$ cat src/rtl/gf2m_inv_pkg.sv
`timescale 1ns/1ps
package gf2m_inv_pkg;
  typedef enum logic [1:0] {
    ST_IDLE = 2'd0,
    ST_RUN  = 2'd1,
    ST_FIN  = 2'd2
  } inv_state_e;
endpackage

$ cat src/rtl/gf2m_inv_step.sv
`timescale 1ns/1ps
// One Euclidean iteration: top-aligned polynomials r/s, cofactors u/v.
module gf2m_inv_step #(
  parameter int M  = 8,
  parameter int DW = 5
) (
  input  logic [M:0]    r_i,
  input  logic [M:0]    s_i,
  input  logic [M:0]    u_i,
  input  logic [M:0]    v_i,
  input  logic [DW-1:0] dlt_i,
  output logic [M:0]    r_o,
  output logic [M:0]    s_o,
  output logic [M:0]    u_o,
  output logic [M:0]    v_o,
  output logic [DW-1:0] dlt_o
);
  logic [M:0] s_red, v_red;

  always_comb begin
    s_red = s_i[M] ? (s_i ^ r_i) : s_i;
    v_red = s_i[M] ? (v_i ^ u_i) : v_i;
    r_o   = r_i;
    s_o   = s_i;
    u_o   = u_i;
    v_o   = v_i;
    dlt_o = dlt_i;
    if (!r_i[M]) begin
      r_o   = r_i << 1;
      u_o   = u_i << 1;
      dlt_o = dlt_i + 1'b1;
    end else if (dlt_i == '0) begin
      // swap roles; leading term of s already cancelled
      r_o   = s_red << 1;
      s_o   = r_i;
      u_o   = v_red << 1;
      v_o   = u_i;
      dlt_o = DW'(1);
    end else begin
      s_o   = s_red << 1;
      v_o   = v_red;
      u_o   = u_i >> 1;
      dlt_o = dlt_i - 1'b1;
    end
  end
endmodule

$ cat src/rtl/gf2m_inv_ctrl.sv
`timescale 1ns/1ps
module gf2m_inv_ctrl
  import gf2m_inv_pkg::*;
#(
  parameter int M = 8
) (
  input  logic clk_i,
  input  logic rst_ni,
  input  logic start_i,
  output logic load_o,
  output logic step_o,
  output logic fin_o,
  output logic busy_o
);
  localparam int STEPS = 2 * M;
  localparam int CW    = (STEPS > 1) ? $clog2(STEPS) : 1;

  inv_state_e    state_q;
  logic [CW-1:0] cnt_q;

  assign load_o = (state_q == ST_IDLE) && start_i;
  assign step_o = (state_q == ST_RUN);
  assign fin_o  = (state_q == ST_FIN);
  assign busy_o = (state_q != ST_IDLE);

  always_ff @(posedge clk_i or negedge rst_ni) begin
    if (!rst_ni) begin
      state_q <= ST_IDLE;
      cnt_q   <= '0;
    end else begin
      unique case (state_q)
        ST_IDLE: if (start_i) begin
          state_q <= ST_RUN;
          cnt_q   <= '0;
        end
        ST_RUN: begin
          if (cnt_q == CW'(STEPS - 1)) state_q <= ST_FIN;
          else                         cnt_q   <= cnt_q + 1'b1;
        end
        ST_FIN:  state_q <= ST_IDLE;
        default: state_q <= ST_IDLE;
      endcase
    end
  end
endmodule

$ cat src/rtl/gf2m_inverter.sv
`timescale 1ns/1ps
module gf2m_inverter #(
  parameter int M = 8
) (
  input  logic         clk_i,
  input  logic         rst_ni,
  input  logic         start_i,
  input  logic [M-1:0] operand_i,
  input  logic [M-1:0] poly_i,
  output logic         busy_o,
  output logic         done_o,
  output logic         err_o,
  output logic [M-1:0] result_o
);
  localparam int DW = $clog2(2 * M + 1) + 1;

  logic          load, step, fin;
  logic [M:0]    r_q, s_q, u_q, v_q;
  logic [M:0]    r_n, s_n, u_n, v_n;
  logic [DW-1:0] dlt_q, dlt_n;
  logic          zero_q;

  gf2m_inv_ctrl #(.M(M)) u_ctrl (
    .clk_i  (clk_i),
    .rst_ni (rst_ni),
    .start_i(start_i),
    .load_o (load),
    .step_o (step),
    .fin_o  (fin),
    .busy_o (busy_o)
  );

  gf2m_inv_step #(.M(M), .DW(DW)) u_step (
    .r_i  (r_q),
    .s_i  (s_q),
    .u_i  (u_q),
    .v_i  (v_q),
    .dlt_i(dlt_q),
    .r_o  (r_n),
    .s_o  (s_n),
    .u_o  (u_n),
    .v_o  (v_n),
    .dlt_o(dlt_n)
  );

  always_ff @(posedge clk_i or negedge rst_ni) begin
    if (!rst_ni) begin
      r_q    <= '0;
      s_q    <= '0;
      u_q    <= '0;
      v_q    <= '0;
      dlt_q  <= '0;
      zero_q <= 1'b0;
    end else if (load) begin
      r_q    <= {1'b0, operand_i};
      s_q    <= {1'b1, poly_i};
      u_q    <= (M + 1)'(1);
      v_q    <= '0;
      dlt_q  <= '0;
      zero_q <= (operand_i == '0);
    end else if (step) begin
      r_q    <= r_n;
      s_q    <= s_n;
      u_q    <= u_n;
      v_q    <= v_n;
      dlt_q  <= dlt_n;
    end
  end

  always_ff @(posedge clk_i or negedge rst_ni) begin
    if (!rst_ni) begin
      done_o   <= 1'b0;
      err_o    <= 1'b0;
      result_o <= '0;
    end else begin
      done_o <= fin;
      if (fin) begin
        err_o    <= zero_q;
        result_o <= zero_q ? '0 : u_q[M-1:0];
      end
    end
  end
endmodule

$ cat config.mk
export PLATFORM = sky130hd
export DESIGN_NAME = gf2m_inverter
export DESIGN_NICKNAME = d
export VERILOG_FILES = /design/src/rtl/gf2m_inv_pkg.sv /design/src/rtl/gf2m_inv_step.sv /design/src/rtl/gf2m_inv_ctrl.sv /design/src/rtl/gf2m_inverter.sv
export SDC_FILE = /design/constraint.sdc
export NUM_CORES = 1
export LEC_CHECK = 0
export ABC_CLOCK_PERIOD_IN_PS = 2500
export BUFFER_PORTS_ARGS = -buffer_cell sky130_fd_sc_hd__buf_2
export CORE_MARGIN = 5
export CORE_UTILIZATION = 60
export DETAILED_ROUTE_END_ITERATION = 6
export PLACE_DENSITY_LB_ADDON = 0.1
export SLEW_MARGIN = 20
export SYNTH_ARGS = -nofsm -noshare
export SYNTH_HDL_FRONTEND = slang
export SYNTH_SLANG_ARGS = --single-unit
$ cat constraint.sdc
create_clock -name clk_i -period 2.5 [get_ports clk_i]
set_input_delay 0.5 -clock clk_i [delete_from_list [all_inputs] [get_ports clk_i]]
set_output_delay 0.5 -clock clk_i [all_outputs]
set_load 0.01 [all_outputs]
==> impl_metrics.py <==
metrics = {
    "clocking": {
        "cts_resized": 0,
        "postCtsSetupRepairBufs": 0,
        "cts_tree": "done",
        "cts_buffers": 9,
        "cts_root_buf": "clkbuf_8",
        "clockBufferDepth": 2,
        "clk_pin_slew_ns": 0.08,
        "htree_levels": 3,
        "clock_sinks": 58,
        "hold_buffers": 0,
        "worstSkewPairLatency_ns": 0.34,
    },
    "global_route": {
        "grt_pass1_vias": 3302,
        "grt_start_max_net_pins": 36,
        "antenna_found_initial": 0,
        "overflow": 0,
        "grt_usage": 0.2623,
        "grt_pass1_wl_mm": 15.66,
    },
    "worst_setup_path": {
        "critPathCaptureType": "flop",
        "rr_endpoint": "u_q[4]$_DFFE_PN0P_",
        "crit_type": "reg -> reg",
        "cp.depth": 7,
        "cp-start-kind": "flop",
        "reg2reg_from": "dlt_q[0]$_DFFE_PN0P_",
        "cp.required_ns": 2.73,
        "path_max_fanout": 11,
        "crit_arrival_ns": 2.53,
        "path_buf_inv": 2,
        "cp_cell_sequence": "inv_1 > ha_1 > or4b_1 > buf_4 > or3_1 > a21oi_1 > o31ai_1",
        "crit_slowest_cell": "or4b_1",
        "ff2ff_setup_slack_ns": 0.20,
        "crit_family": "simple AND/OR/NAND/NOR gates",
        "ff2ff_path_depth": 7,
        "cpPeakStageDelay_ns": 0.65,
    },
    "synth": {
        "ys_ff_latch": 58,
        "synthCells": 417,
        "yosysUniqueCellTypes": 58,
        "synth_area_per_cell_um2": 8.479,
        "synth_top_cell_by_area": "dfrtp_1",
        "synth_most_common_cell": "nand2_1",
        "synth_async_sr_flop_share": 1.000,
        "synth_area_leaders": "dfrtp_1 41%, nand2_1 6.8%, o21ai_0 5.8%",
        "yosys_warnings": 0,
        "synth_edf_count": 0,
        "synth_nets": 439,
        "synth_common_cells": "64 x nand2_1, 58 x dfrtp_1, 41 x o21ai_0",
        "synth_top_area_frac": 0.4105,
        "synth_area_mm2": 0.003536,
        "ys_seq_area_frac": 0.4105,
        "synth_ff_type": "dfrtp_1",
    },
    "routing": {
        "wl_per_cell_um": 17.67,
        "routed_wl_mm": 9.155,
        "routed_via_density": 6.259,
        "route.detailed.drc": 0,
        "ant_nets": 0,
        "vias": 3242,
        "firstDrtPassIters": 5,
        "drt_iter0_drc": 191,
    },
    "sta": {
        "setup_viol": 0,
        "tightest_slew_ns": 0.7513,
        "fin_tns_setup_ns": 0,
        "drv_slew": 0,
        "slew_headroom": 0.4973,
        "clock_skew_ns": 0.01467,
        "final_hold_viol_count": 0,
        "fmax_ghz": 0.4349,
        "rsz0062_at_grt": "false",
        "fin_crit_sh": 0.9197,
        "period_needed_ns": 2.299,
        "finalWorstSetupSlack_ns": 0.2008,
    },
    "final_layout": {
        "antenna_cells": 0,
        "fin_area_mm2": 0.003978,
        "final-instance-count-excl-fill": 518,
        "final_layout_size_suffix_gt1_frac": 0.1716,
        "syn_to_final_growth_pct": 12.49,
        "final_nets": 460,
    },
    "placed_design": {
        "placed_area_mm2": 0.003737,
        "place_hpwl_mm": 6.073,
        "pre_cts_ws_ns": 0.2420,
        "place.gp.congestion": 0.9182,
        "port_buffers": 29,
        "placed_cells": 502,
    },
    "floorplanning": {
        "dieArea_mm2": 0.007528,
        "die_h_um": 86.77,
        "design.core.area_mm2": 0.005816,
        "start_util": 0.6080,
        "ios": 30,
        "placementRows": 28,
        "die_w_um": 86.77,
    },
    "pwr": {
        "power_density_mw_per_mm2": 1505,
        "ir_drop_uv": 1037,
        "power.leakage_nw": 1.772,
    },
    "hold_path": {
        "hold_path_class": "in -> async",
    },
    "run": {
        "cap_violations": 0,
    },
    "status": {
        "outcome": "finished, final reports clean",
    },
}
[where the power goes]
part,internal (mW),leakage [nW],switching [mW]
combinational,1.25,0.921,1.69
clock,0.662,0.120,0.409
sequential,1.36,0.731,0.608
total,3.28,1.77,2.71
[cells by family after synthesis]
family / after synthesis / share of synthesized area
compound gates: 150 / 0.2714
simple gates: 145 / 0.1964
flops: 58 / 0.4105
buf+inv: 40 / 0.05484
mux: 11 / 0.03149
xor+xnor: 10 / 0.02477
fa+ha+maj: 3 / 0.01062
[layer usage]
layer,track usage,share of wire
met3,0.04943,0.062
met1,0.3321,0.42
met4,0.1119,0.015
met2,0.4381,0.50
met5,0,0
[per-stage QoR]
step	hold WS (ns)	power (mW)	util
3_3_place_gp	0.4596	4.775	0.6426
6_report	0.1429	5.988	0.6840
2_1_floorplan	0.2044	4.084	-
3_5_place_dp	0.4694	4.881	0.6426
5_1_grt	0.1876	6.465	0.6840
4_1_cts	0.1621	5.952	0.6840
[area by class of cell]
type                    count  area, um2
well taps                  75      93.84
inverters                   7      26.28
fillers                   489       1838
multi-input cells         319       1891
clock inverters             7      116.4
clock buffers               9      123.9
repair buffers             43      275.3
flip-flops and latches     58       1451
[cell usage in the layout, fill, tap and decap left out, drive strengths merged, types with 9 or more instances in the layout]
cell type,instances
a21oi,41
buf,43
clkbuf,9
dfrtp,58
mux2i,10
nand2,64
nand2b,11
nand3,12
nor2,31
o21ai,53
xnor2,9
[flip-flops by register name (all words and copies together), names as in the netlist]
signal	flops
r_q	9
s_q	9
u_q	9
result_o	8
v_q	8
dlt_q	6
u_ctrl.cnt_q	4
u_ctrl.state_q	2
done_o	1
err_o	1
zero_q	1
[how the worst max path moves through the flow]
stage	from	end	slack, ns
2_1_floorplan	dlt_q[0]$_DFFE_PN0P_	u_q[6]$_DFFE_PN0P_	0.47
3_3_place_gp	dlt_q[0]$_DFFE_PN0P_	u_q[4]$_DFFE_PN0P_	0.30
3_5_place_dp	dlt_q[0]$_DFFE_PN0P_	u_q[4]$_DFFE_PN0P_	0.24
4_1_cts	dlt_q[0]$_DFFE_PN0P_	u_q[4]$_DFFE_PN0P_	0.22
5_1_grt	dlt_q[0]$_DFFE_PN0P_	u_q[4]$_DFFE_PN0P_	0.05
6_report	dlt_q[0]$_DFFE_PN0P_	u_q[4]$_DFFE_PN0P_	0.20
(Power assumes the default switching activity.)
